$ cat src/rtl/pptx_pkg.sv
package pptx_pkg;
  localparam int unsigned WORD_W = 32;
  localparam int unsigned OFS_W  = 12;
  localparam int unsigned STA_W  = 48;

  // offsets inside one half (bit OFS_W-1 picks the half)
  localparam logic [OFS_W-2:0] OFS_ADDR_HI = 11'h000;
  localparam logic [OFS_W-2:0] OFS_ADDR_LO = 11'h004;
  localparam logic [OFS_W-2:0] OFS_LEN     = 11'h7F4;
  localparam logic [OFS_W-2:0] OFS_CTRL    = 11'h7FC;

  localparam int BUSY_BIT = 31;
  localparam int PROG_BIT = 30;
  localparam int IEN_BIT  = 3;

  localparam logic [STA_W-1:0] STATION_RESET = 48'h0000_5E00_FACE;

  typedef enum logic [2:0] {
    FLD_NONE, FLD_ADDR_HI, FLD_ADDR_LO, FLD_LEN, FLD_CTRL
  } field_e;

  typedef struct packed {
    logic   half;
    field_e field;
  } target_t;

  typedef enum logic {SQ_IDLE, SQ_SEND} seq_state_e;

  function automatic target_t decode_offset(input logic [OFS_W-1:0] ofs);
    target_t t;
    t.half = ofs[OFS_W-1];
    case (ofs[OFS_W-2:0])
      OFS_ADDR_HI: t.field = FLD_ADDR_HI;
      OFS_ADDR_LO: t.field = FLD_ADDR_LO;
      OFS_LEN:     t.field = FLD_LEN;
      OFS_CTRL:    t.field = FLD_CTRL;
      default:     t.field = FLD_NONE;
    endcase
    return t;
  endfunction

  // keep only the defined control bits; program flag needs busy too
  function automatic logic [WORD_W-1:0] ctrl_store(input logic [WORD_W-1:0] w);
    logic [WORD_W-1:0] r;
    r = '0;
    r[BUSY_BIT] = w[BUSY_BIT];
    r[PROG_BIT] = w[PROG_BIT] & w[BUSY_BIT];
    r[IEN_BIT]  = w[IEN_BIT];
    return r;
  endfunction

  function automatic logic [STA_W-1:0] station_from_words(
      input logic [WORD_W-1:0] hi, input logic [WORD_W-1:0] lo);
    return {hi, lo[15:0]};
  endfunction
endpackage

$ cat src/rtl/pptx_half_regs.sv
module pptx_half_regs
  import pptx_pkg::*;
#(
  parameter int LEN_W = 16
) (
  input  logic              clk,
  input  logic              rst_n,
  input  logic              wr_en,
  input  field_e            wr_field,
  input  logic [WORD_W-1:0] wdata,
  input  logic              clr,
  output logic [WORD_W-1:0] addr_hi,
  output logic [WORD_W-1:0] addr_lo,
  output logic [LEN_W-1:0]  len,
  output logic [WORD_W-1:0] ctrl,
  output logic              busy,
  output logic              prog,
  output logic              ctrl_wr_busy
);
  assign busy         = ctrl[BUSY_BIT];
  assign prog         = ctrl[PROG_BIT];
  assign ctrl_wr_busy = wr_en && (wr_field == FLD_CTRL) && ctrl[BUSY_BIT];

  always_ff @(posedge clk) begin
    if (!rst_n) begin
      addr_hi <= '0;
      addr_lo <= '0;
      len     <= '0;
      ctrl    <= '0;
    end else begin
      if (wr_en) begin
        case (wr_field)
          FLD_ADDR_HI: addr_hi <= wdata;
          FLD_ADDR_LO: addr_lo <= wdata;
          FLD_LEN:     len     <= wdata[LEN_W-1:0];
          FLD_CTRL:    if (!ctrl[BUSY_BIT]) ctrl <= ctrl_store(wdata);
          default:     ;
        endcase
      end
      if (clr) begin
        ctrl[BUSY_BIT] <= 1'b0;
        ctrl[PROG_BIT] <= 1'b0;
      end
    end
  end
endmodule

$ cat src/rtl/pptx_arbiter.sv
module pptx_arbiter (
  input  logic [1:0] ready,
  input  logic       pref,
  output logic       gnt_valid,
  output logic       gnt_half
);
  assign gnt_valid = |ready;
  assign gnt_half  = ready[pref] ? pref : ~pref;
endmodule

$ cat src/rtl/pptx_ctrl.sv
module pptx_ctrl
  import pptx_pkg::*;
#(
  parameter int LEN_W = 16
) (
  input  logic                   clk,
  input  logic                   rst_n,
  input  logic                   gnt_valid,
  input  logic                   gnt_half,
  input  logic [1:0]             prog,
  input  logic [1:0][LEN_W-1:0]  len,
  input  logic [1:0][WORD_W-1:0] addr_hi,
  input  logic [1:0][WORD_W-1:0] addr_lo,
  input  logic                   tx_done,
  input  logic                   gie,
  input  logic                   ien,
  output logic                   tx_start,
  output logic                   tx_half,
  output logic [LEN_W-1:0]       tx_len,
  output logic [1:0]             clr,
  output logic                   irq,
  output logic [STA_W-1:0]       station,
  output logic                   pref,
  output logic                   sending,
  output logic                   prog_load
);
  seq_state_e state;
  logic       launch;
  logic       frame_go;
  logic       done_acc;

  assign sending   = (state == SQ_SEND);
  assign launch    = (state == SQ_IDLE) && gnt_valid;
  assign prog_load = launch && prog[gnt_half];
  assign frame_go  = launch && !prog[gnt_half];
  assign done_acc  = sending && tx_done;

  for (genvar h = 0; h < 2; h++) begin : g_clr
    assign clr[h] = (prog_load && (gnt_half == 1'(h))) ||
                    (done_acc  && (tx_half  == 1'(h)));
  end

  always_ff @(posedge clk) begin
    if (!rst_n) begin
      state    <= SQ_IDLE;
      tx_start <= 1'b0;
      tx_half  <= 1'b0;
      tx_len   <= '0;
      irq      <= 1'b0;
      station  <= STATION_RESET;
      pref     <= 1'b0;
    end else begin
      tx_start <= frame_go;
      irq      <= (|clr) && gie && ien;
      if (launch) pref <= ~gnt_half;
      if (frame_go) begin
        state   <= SQ_SEND;
        tx_half <= gnt_half;
        tx_len  <= len[gnt_half];
      end else if (done_acc) begin
        state <= SQ_IDLE;
      end
      if (prog_load)
        station <= station_from_words(addr_hi[gnt_half], addr_lo[gnt_half]);
    end
  end
endmodule

$ cat src/rtl/pingpong_tx_seq.sv
module pingpong_tx_seq
  import pptx_pkg::*;
#(
  parameter int LEN_W = 16
) (
  input  logic              clk,
  input  logic              rst_n,
  input  logic              host_we,
  input  logic [11:0]       host_addr,
  input  logic [31:0]       host_wdata,
  input  logic [11:0]       host_raddr,
  output logic [31:0]       host_rdata,
  input  logic              gie,
  output logic              tx_start,
  output logic              tx_half,
  output logic [LEN_W-1:0]  tx_len,
  input  logic              tx_done,
  output logic [47:0]       station_addr,
  output logic              tx_irq
);
  target_t                wr_t;
  target_t                rd_t;
  logic [1:0][WORD_W-1:0] hi_q, lo_q, ctrl_q;
  logic [1:0][LEN_W-1:0]  len_q;
  logic [1:0]             busy_v, prog_v, clr_v, ctrl_wr_busy_v;
  logic                   gnt_valid, gnt_half, pref;
  logic                   sending, prog_load, irq_en;

  assign wr_t   = decode_offset(host_addr);
  assign rd_t   = decode_offset(host_raddr);
  assign irq_en = ctrl_q[0][IEN_BIT];

  for (genvar h = 0; h < 2; h++) begin : g_half
    pptx_half_regs #(.LEN_W(LEN_W)) u_regs (
      .clk          (clk),
      .rst_n        (rst_n),
      .wr_en        (host_we && (wr_t.half == 1'(h))),
      .wr_field     (wr_t.field),
      .wdata        (host_wdata),
      .clr          (clr_v[h]),
      .addr_hi      (hi_q[h]),
      .addr_lo      (lo_q[h]),
      .len          (len_q[h]),
      .ctrl         (ctrl_q[h]),
      .busy         (busy_v[h]),
      .prog         (prog_v[h]),
      .ctrl_wr_busy (ctrl_wr_busy_v[h])
    );
  end

  pptx_arbiter u_arb (
    .ready     (busy_v),
    .pref      (pref),
    .gnt_valid (gnt_valid),
    .gnt_half  (gnt_half)
  );

  pptx_ctrl #(.LEN_W(LEN_W)) u_ctrl (
    .clk       (clk),
    .rst_n     (rst_n),
    .gnt_valid (gnt_valid),
    .gnt_half  (gnt_half),
    .prog      (prog_v),
    .len       (len_q),
    .addr_hi   (hi_q),
    .addr_lo   (lo_q),
    .tx_done   (tx_done),
    .gie       (gie),
    .ien       (irq_en),
    .tx_start  (tx_start),
    .tx_half   (tx_half),
    .tx_len    (tx_len),
    .clr       (clr_v),
    .irq       (tx_irq),
    .station   (station_addr),
    .pref      (pref),
    .sending   (sending),
    .prog_load (prog_load)
  );

  always_comb begin
    case (rd_t.field)
      FLD_ADDR_HI: host_rdata = hi_q[rd_t.half];
      FLD_ADDR_LO: host_rdata = lo_q[rd_t.half];
      FLD_LEN:     host_rdata = 32'(len_q[rd_t.half]);
      FLD_CTRL:    host_rdata = ctrl_q[rd_t.half];
      default:     host_rdata = '0;
    endcase
  end
endmodule

$ cat config.mk
export PLATFORM = sky130hd
export DESIGN_NAME = pingpong_tx_seq
export DESIGN_NICKNAME = d
export VERILOG_FILES = /design/src/rtl/pptx_pkg.sv /design/src/rtl/pptx_half_regs.sv /design/src/rtl/pptx_arbiter.sv /design/src/rtl/pptx_ctrl.sv /design/src/rtl/pingpong_tx_seq.sv
export SDC_FILE = /design/constraint.sdc
export NUM_CORES = 1
export LEC_CHECK = 0
export BUFFER_PORTS_ARGS = -buffer_cell sky130_fd_sc_hd__buf_2
export CELL_PAD_IN_SITES_DETAIL_PLACEMENT = 0
export CELL_PAD_IN_SITES_GLOBAL_PLACEMENT = 1
export CORE_ASPECT_RATIO = 0.8
export CORE_MARGIN = 2
export CORE_UTILIZATION = 45
export CTS_BUF_LIST = sky130_fd_sc_hd__clkbuf_2 sky130_fd_sc_hd__clkbuf_4 sky130_fd_sc_hd__clkbuf_8
export CTS_CLUSTER_DIAMETER = 50
export DETAILED_ROUTE_END_ITERATION = 16
export GPL_TIMING_DRIVEN = 0
export HOLD_SLACK_MARGIN = 0.15
export PLACE_DENSITY = 0.82
export SLEW_MARGIN = 25
export SYNTH_ARGS = -nofsm -noshare
export SYNTH_HDL_FRONTEND = slang
export SYNTH_SLANG_ARGS = --single-unit
$ cat constraint.sdc
create_clock -name clk -period 1.78 [get_ports clk]
set_input_delay 0.089 -clock clk [delete_from_list [all_inputs] [get_ports clk]]
set_output_delay 0.089 -clock clk [all_outputs]
set_load 0.02 [all_outputs]
==> results of run 1 <==
[power groups by stage]
stage          Combinational, mW  Clock [mW]  Sequential [mW]
6_report                   0.594        4.95             5.26
4_1_cts                    0.558        5.00             5.27
5_1_grt                    0.629        5.25             5.26
3_3_place_gp               0.485           0             5.38
2_1_floorplan              0.250           0             5.38
3_5_place_dp               0.486           0             5.38
[cell type report]
class	count	area [um^2]	area share
Buffer	111	571	0.0435
Tap cell	306	383	0.0292
Timing Repair Buffer	217	1450	0.110
Multi-Input combinational cell	778	5180	0.395
Clock buffer	65	776	0.0592
Inverter	2	7.51	0.000572
Sequential cell	235	4720	0.360
Clock inverter	4	26.3	0.00200
[layer usage]
metal,global-route usage,vias to the layer above,part of all wire
met5,0,-,0
met4,0.101,0,0.025
met3,0.0705,69,0.097
met2,0.437,538,0.43
met1,0.439,4891,0.45
li1,-,4676,-
[kinds of logic (layout without fill, tap and decap cells)]
logic type	Yosys count	count (layout)
and+or+nand+nor	309	309
muxes	102	102
buffers and inverters	115	399
AOI/OAI and AO/OA	367	367
DFF	235	235
[how the worst min path moves through the flow]
stage / startpoint / cells after the start / endpoint
after global placement: host_wdata[3] / 3 / g_half[1].u_regs.ctrl[3]
final: host_addr[8] / 5 / g_half[1].u_regs.addr_hi[2]
after global routing: host_addr[8] / 5 / g_half[1].u_regs.addr_hi[2]
after floorplan: host_wdata[3] / 2 / g_half[1].u_regs.ctrl[3]
after detailed placement: host_wdata[3] / 3 / g_half[1].u_regs.ctrl[3]
after CTS: host_addr[5] / 4 / g_half[0].u_regs.ctrl[3]
[flip-flops by register name, summed over array words and instances (netlist names)]
name                   cells
g_half.u_regs.addr_hi     64
g_half.u_regs.addr_lo     64
u_ctrl.station            48
g_half.u_regs.len         32
u_ctrl.tx_len             16
g_half.u_regs.ctrl         6
u_ctrl.irq                 1
u_ctrl.pref                1
u_ctrl.sending             1
u_ctrl.tx_half             1
u_ctrl.tx_start            1
[what timing repair did]
| action | 4_1_cts | 5_1_grt |
|---|---|---|
| pin swaps | 3 | 5 |
| setup buffers | 4 | 8 |
| hold buffers | 42 | 5 |
| resized for setup | 36 | 89 |
| endpoints found under the setup margin | 64 | 151 |
| cloned | 0 | 1 |
| hold endpoints to repair | 168 | 16 |
[worst min-delay path, cell delays in order]
cell     delay, ps
buf_2          120
nor4_4          80
nand4_4        180
nand3_1         90
o21ai_0         70
[cell usage in the layout (no fill, tap or decap), drive strengths merged, types with 3 or more instances in the layout]
cell type,synthesis,routed
a21boi,33,33
a22oi,48,48
and2,4,4
buf,45,215
clkbuf,68,131
dfxtp,235,235
dlygate4sd3,0,47
inv,2,3
mux2i,100,100
nand2,40,40
nand3,179,179
nand4,8,8
nor2,52,52
nor4,7,7
o21ai,213,213
o221a,16,16
o22a,31,31
o22ai,18,18
[metrics by stage]
stage | util | instances | TNS, ps
3_3_place_gp | 0.509 | 1591 | -9780
5_1_grt | 0.588 | 1718 | -2110
2_1_floorplan | - | 1128 | 0
6_report | 0.588 | 1718 | -372
4_1_cts | 0.570 | 1706 | -104
3_5_place_dp | 0.509 | 1591 | -13790
==> run metrics, run 1 <==
status complete, but fails checks; failing checks negative setup slack; xor/xnor cell area share of the yosys netlist 0; DRC viols 0; drt pass-1 iters 6; grt total ovfl 0; GPL Wtd Cong 0.898; vias in the first global route 9601; Relative slew margins 0.413; RR Startpoint u_ctrl.pref; Worst path depth 9; Reg clk slew, reported paths roughly 60 ps; hold_ws 115 ps; PortBufs 157; Syn Nets 1189; Yosys cell types 50; Clock Power Share 0.458; DP Area between 10000 and 15000 um^2; Tot Pwr ~11 mW; register area share after synthesis 0.462; CTS tree done; Antenna Nets Post-Route 0; crit path max-delay cell type or3b_1; Die ar. 23900 um^2; P_sw 2.59 mW; ys flop type dfxtp_1; DP HPWL between 20000 and 30000 um; Post-Route WL 36900 um; leading area contributor after synthesis dfxtp_1; initial antenna violation count 0; area share of fa/ha/maj cells after synthesis 0; clock sink total 235; mux share of post-synthesis cell area 0.102; Worst EP arrival about 1800 ps; Hold Violations, Final 0; Startpoint Class input port; final worst setup slack -62.7 ps; Async SR Flop Fraction 0; Reg power frac 0.487; logic gate share of total power 0.055; WP data required 1690 ps; CP peak stage delay 380 ps; share of post-route cells with drive strength above 1 0.246; most numerous cell in the Yosys netlist dfxtp_1; synthesized area per cell 9.03 um^2; per-cell routed wire length 21.5 um; Core Rows a little under 50; simple-gate share of the synthesized area 0.156; CTS Buffer Depth 3; Sw Ratio 0.240; gr usage total 0.301; f_max 543 MHz; Int Pwr 8.22 mW; fillers 2106; Initial Util 0.456; Buf+Inv Stages, Crit Path 5; EDFF count, synth 0; CP max FO 7; Critical Path Start host_raddr[1]; core area 22300 um^2; Antenna Cells 0; worst ir drop on vdd ~0.00045 V; via/cell ratio 5.92; total of max-cap violations 0; Slew Limit Fails 0; worst-path cell chain buf_6, or3b_1, buf_6, nor4_4, buf_4, nand2b_4, buf_12, o22ai_4, buf_6; yosys warns 0; Ports 160; Synth area leaders dfxtp_1 46%, mux2i_1 9.8%, o21ai_0 9.8%; largest net degree at the start of global routing 11; Gate Count Post-Synth 1128; Final period util 1.04; CP Capture Point host_rdata[8]; post-layout min period around 1800 ps; CP delay by family, top buffers and inverters; main combinational cell family by area after synthesis compound AO/OA/AOI/OAI gates; static leakage 4.91 nW; worst slew pin tran 881 ps; Yosys reg bits about 240; RSZ-0062 raised after global routing yes; post-route cell area ~13000 um^2; Nets 1445; Commonest cells post-synth 235 x dfxtp_1, 199 x o21ai_0, 179 x nand3_1; r2r setup slk 60 ps; CTS Root Cell clkbuf_8; Worst Setup End Kind primary output; r2r endpoint u_ctrl.tx_len[12]; H-tree depth 2; Clock Skews 33.0 ps; Die Height 139 um; area fraction of the dominant cell type after synthesis 0.462; WS Path Type in2out; pre-CTS setup slack -263 ps; Worst Reg2Reg Path Length in Cells 6; Die X 172 um; vias post-DR roughly 10000; Worst Hold Class in2reg; total CTS buffers 39; Area Overhead vs Synth 28.8%; 1st-iter DRT viols approximately 1100; clock latency on the worst-skew pair 550 ps; CP dominant cell by count buf_6; # setup viols final 11; Mapped Area 10200 um^2; P per Cell Area 824 nW/um^2; Compound-Gate Fraction of Synth Area 0.232; first-pass GRT wire length 55200 um
Note: power is estimated with default switching activity, not from simulation.
==> run 2, diff against run 1 <==
SKIP_LAST_GASP = 1   (was default)
==> run 2 against run 1 <==
Largest cell class unchanged. Power about the same. Clock skew up 2.7 ps. Critical endpoint unchanged. The flow still finishes with violations (negative setup slack). Design area down 0.23%. Largest power group unchanged.
==> run metrics, run 2 (synthesis results as in run 1) <==
Regs by FF count g_half.u_regs.addr_hi (64), g_half.u_regs.addr_lo (64), u_ctrl.station (48); final cell count without fillers 1717; gr usage total 0.301; Post-Route WL 36700 um; grt total ovfl 0; Nets ~1400; commonest non-fill, non-tap cell in the layout dfxtp_1; Slew Limit Fails 0; share of post-route cells with drive strength above 1 0.246; first-pass GRT wire length 55200 um; DP Area 11300 um^2; Die ar. 23900 um^2; WL met2 15700 um; CP max FO 7; Antenna Cells 0; WS Path Type in2out; post-route cell area 13100 um^2; Inst Count DP 1591; clock latency on the worst-skew pair 550 ps; DP HPWL 25700 um; H-tree depth 2; core area between 20000 and 25000 um^2; P per Cell Area 827 nW/um^2; post-layout min period 1840 ps; # setup viols final 14; clock sink total 235; r2r setup slk 60 ps; hold path startpoint host_addr[8]; static leakage 4.90 nW; GPL Wtd Cong 0.898; Worst Hold Path EP g_half[1].u_regs.addr_hi[2]; worst hold stages 5; largest net degree at the start of global routing 11; Worst Setup End Kind primary output; 1st-iter DRT viols 924; failing checks negative setup slack; Reg clk slew, reported paths 60 ps; r2r endpoint u_ctrl.station[27]; most frequent cells in the layout 227 x dfxtp_1, 199 x o21ai_0, 179 x nand3_1, 163 x buf_2, 100 x mux2i_1; max layer used met4; via/cell ratio 5.90; Worst EP arrival 1750 ps; final worst setup slack -62.1 ps; drt pass-1 iters 6; worst slew pin tran 837 ps; vias in the first global route between 9000 and 10000; Die X 172 um; status complete, but fails checks; Worst Hold Class in2reg; fillers 2109; WP data required 1690 ps; Initial Util 0.456; Final period util 1.03; CTS Buffer Depth 3; Clock Skews 35.7 ps; Fin Setup TNS -375 ps; total of max-cap violations 0; Area Overhead vs Synth 28.5%; total CTS buffers 39; worst ir drop on vdd 0.000458 V; initial antenna violation count 0; Routed met3 length 3400 um; Die Height 139 um; CTS Root Cell clkbuf_8; Core Rows between 40 and 50; Ports 160; Worst Reg2Reg Path Length in Cells 7; CTS tree done; RR Startpoint g_half[1].u_regs.ctrl[31]; DRC viols 0; f_max 543 MHz; RSZ-0062 raised after global routing yes; Antenna Nets Post-Route 0; Relative slew margins 0.442; per-cell routed wire length 21.4 um; M1 wire length 16600 um; vias post-DR 10100; Hold Violations, Final 0; Startpoint Class input port; PortBufs roughly 160
-- run 2: cell count changes in the layout (fill, tap and decap cells not counted) --
| cell | delta |
|---|---|
| buf_2 | -1 |
| nor4_2 | +1 |
| clkbuf_16 | -1 |
| clkbuf_1 | +1 |
| clkbuf_4 | +1 |
| buf_8 | +1 |
| nor4_4 | -1 |
| buf_4 | -1 |
| dlygate4sd3_1 | -1 |
-- run 2: power by group --
part           switching (mW)  internal [mW]  leakage (nW)
Combinational           0.376          0.213          2.57
Sequential            0.00319           5.26          1.90
Clock                    2.22           2.75         0.431
Total                    2.60           8.22          4.90
-- run 2: layout make-up --
| class | count | area, um^2 | area share |
|---|---|---|---|
| plain buffers | 111 | 559 | 0.0427 |
| clock buffers | 65 | 776 | 0.0593 |
| clock inverters | 4 | 26.3 | 0.00201 |
| inverters | 2 | 7.51 | 0.000574 |
| multi-input cells | 778 | 5170 | 0.395 |
| flip-flops and latches | 235 | 4720 | 0.361 |
| well taps | 306 | 383 | 0.0293 |
| repair buffers | 216 | 1440 | 0.110 |
-- run 2: through the flow --
stage,util,setup slack (ps),hold WS [ps],power (mW)
6_report,0.586,-62.1,108,10.8
2_1_floorplan,-,166,219,5.63
3_3_place_gp,0.509,-252,342,5.87
4_1_cts,0.569,-44.3,31.4,10.8
5_1_grt,0.586,-96.9,118,11.1
3_5_place_dp,0.509,-263,355,5.87
-- run 2: worst max path at each step --
stage	from	endpoint	slack, ps	cells past startpoint
final	host_raddr[1]	host_rdata[8]	-60	9
after global routing	host_addr[2]	g_half[0].u_regs.addr_hi[14]	-100	7
after CTS	g_half[1].u_regs.len[3]	host_rdata[3]	-40	3
after detailed placement	g_half[0].u_regs.ctrl[30]	host_rdata[30]	-260	5
after global placement	g_half[0].u_regs.ctrl[30]	host_rdata[30]	-250	5
after floorplan	g_half[0].u_regs.ctrl[31]	u_ctrl.tx_len[10]	170	6
-- run 2: repair_timing --
| action | CTS | global route |
|---|---|---|
| setup endpoints to repair | 64 | 150 |
| gates resized for setup | 35 | 85 |
| hold buffers | 42 | 4 |
| cloned | 0 | 1 |
| setup buffers | 4 | 8 |
| pin swaps | 3 | 5 |
| hold endpoints to repair | 168 | 16 |
-- run 2: critical path: stages --
cell      delay (ps)
buf_6             90
or3b_1           380
buf_6            160
nor4_4           250
buf_4            180
nand2b_4         120
buf_12           180
o22ai_4          140
buf_6            150
-- run 2: per-layer routing --
layer / global-route usage / vias up
met5: 0 / -
li1: - / 4681
met1: 0.442 / 4905
met3: 0.0668 / 64
met2: 0.436 / 477
met4: 0.103 / 0
==> run 3, diff against run 2 <==
ABC_AREA = 1   (was default)
CORE_MARGIN = default   (was 2)
CORE_UTILIZATION = 41   (was 45)
PLACE_DENSITY = 0.81   (was 0.82)
==> run 3 against run 2 <==
Combinational power is 4.2% lower. Largest cell class unchanged. The flow now finishes without violations. Fmax is 5.9% higher. Core utilization is 6.0 points lower.
==> run metrics, run 3 <==
area fraction of the dominant cell type after synthesis 0.419; total CTS buffers 42; share of post-route cells with drive strength above 1 0.149; Yosys reg bits 235; commonest non-fill, non-tap cell in the layout nand2_1; Reg area around 4700 um^2; vias in the first global route 11100; Die X 187 um; H-tree depth 2; Antenna Nets Post-Route 0; Reg clk slew, reported paths roughly 60 ps; post-layout min period 1740 ps; Regs by FF count g_half.u_regs.addr_hi (64), g_half.u_regs.addr_lo (64), u_ctrl.station (48); Core Rows between 50 and 60; P per Cell Area 814 nW/um^2; Synth area leaders dfxtp_1 42%, nand2_1 21%, nor2_1 9.5%; # setup viols final 0; total of max-cap violations 0; r2r endpoint u_ctrl.irq; status finished clean; static leakage 6.63 nW; Nets 2113; PortBufs approximately 160; RSZ-0062 raised after global routing no; per-cell routed wire length roughly 18 um; core area 26600 um^2; Ports 160; worst ir drop on vdd 0.000594 V; worst hold stages 7; ys flop type dfxtp_1; largest net degree at the start of global routing 11; Post-Route WL 43100 um; CTS Root Cell clkbuf_8; WP data required 2240 ps; Syn Nets 1857; GPL Wtd Cong 0.911; Commonest cells post-synth 637 x nand2_1, 284 x nor2_1, 235 x dfxtp_1; met2 Track Usage GR 0.438; r2r setup slk 40 ps; Worst Hold Class in2reg; GR Layer Usage met1 0.451; via/cell ratio 5.13; CTS Buffer Depth 3; first-pass GRT wire length 65000 um; drt pass-1 iters 7; met3 Track Usage GR 0.0701; 1st-iter DRT viols between 1000 and 1500; vias post-DR 12500; Worst Hold Path EP g_half[0].u_regs.ctrl[31]; Yosys cell types 26; Slew Limit Fails 0; Worst EP arrival 2200 ps; clock sink total 235; Die ar. 28000 um^2; CP max FO 10; CTS tree done; DP HPWL 30800 um; grt total ovfl 0; most frequent cells in the layout 636 x nand2_1, 283 x nor2_1, 233 x dfxtp_1, 170 x buf_2, 147 x inv_1; hold_ws 117 ps; RR Startpoint g_half[0].u_regs.ctrl[31]; synthesized area per cell between 6 and 7 um^2; Final period util 0.977; Worst Reg2Reg Path Length in Cells 7; leading area contributor after synthesis dfxtp_1; gr usage total 0.305; Fin Setup TNS 0 ps; register area share after synthesis 0.419; Startpoint Class register; clock latency on the worst-skew pair 560 ps; worst slew pin tran a little under 900 ps; Clock Skews 21.2 ps; gr busiest metal met1; DRC viols 0; Async SR Flop Fraction 0; yosys warns 0; Worst Setup End Kind register; f_max 575 MHz; hold path startpoint host_addr[4]; Initial Util 0.422; initial antenna violation count 0; WS Path Type reg2reg; Hold Violations, Final 0; Relative slew margins 0.412; Area Overhead vs Synth 24.8%; Die Height about 150 um; fillers between 2000 and 3000; EDFF count, synth 0; Gate Count Post-Synth between 1500 and 2000; footprint of the multi-input gates 5490 um^2; most numerous cell in the Yosys netlist nand2_1; Antenna Cells 0; Mapped Area 11200 um^2
-- run 3: changes by cell type after synthesis, sizes merged, moves of 100 or more --
cell	change
nor2	+236
inv	+150
nand3	-100
nand2	+600
mux2i	-100
a21oi	+103
-- run 3: report_power, final --
part	switching [mW]	leakage (nW)	internal, mW
registers	0.000349	1.89	5.26
logic	0.400	4.26	0.164
clock network	2.37	0.479	3.21
total	2.77	6.63	8.63
-- run 3: cell type report --
type                    instances  share of cell area
repair buffers                215              0.0965
multi-input cells            1293               0.392
flip-flops and latches        235               0.336
clock inverters                 9             0.00884
clock buffers                  62              0.0551
plain buffers                 113              0.0393
well taps                     357              0.0319
inverters                     152              0.0407
-- run 3: worst max-delay path by stage --
stage,endpoint,slack (ps),startpoint
final,u_ctrl.irq,40,g_half[0].u_regs.ctrl[31]
after global routing,host_rdata[15],0.1,g_half[0].u_regs.len[15]
after CTS,host_rdata[6],-30,host_raddr[5]
after detailed placement,g_half[0].u_regs.addr_hi[5],-370,host_addr[1]
after global placement,g_half[0].u_regs.addr_hi[5],-410,host_addr[0]
after floorplan,u_ctrl.station[14],380,u_ctrl.pref
-- run 3: cells by family after synthesis --
logic type | Yosys count | synth area share
AO/OA/AOI/OAI | 238 | 0.108
buffers and inverters | 268 | 0.0957
flip-flops | 235 | 0.419
AND/OR/NAND/NOR | 1055 | 0.377
-- run 3: metal layers --
| metal | up-vias | share of wire |
|---|---|---|
| met5 | - | 0 |
| li1 | 6100 | - |
| met4 | 0 | 0.022 |
| met1 | 5779 | 0.48 |
| met3 | 69 | 0.092 |
| met2 | 548 | 0.41 |
-- run 3: per-stage QoR --
step,utilization,setup slack (ps),power [mW],instance area (um^2),std cells
global route,0.527,0.149,11.7,14000,2436
global placement,0.468,-408,5.84,12500,2310
finish,0.527,40.6,11.4,14000,2436
detailed placement,0.468,-369,5.83,12500,2310
floorplan,-,379,5.55,11200,1796
CTS,0.525,-33.4,11.4,14000,2439
-- run 3: critical path, stage by stage (launching register included) --
cell and delay, ps:
dfxtp_2 360, o21ai_4 280, nand2_2 170, nand2_4 200
nand2_2 110, buf_6 170, buf_6 170, a21oi_1 190
-- run 3: timing repair --
item,CTS,global route
endpoints found under the setup margin,92,151
buffers inserted,6,0
hold endpoints to repair,168,0
gates cloned,0,0
gates resized for setup,23,40
hold buffers,52,0
pin swaps,3,1
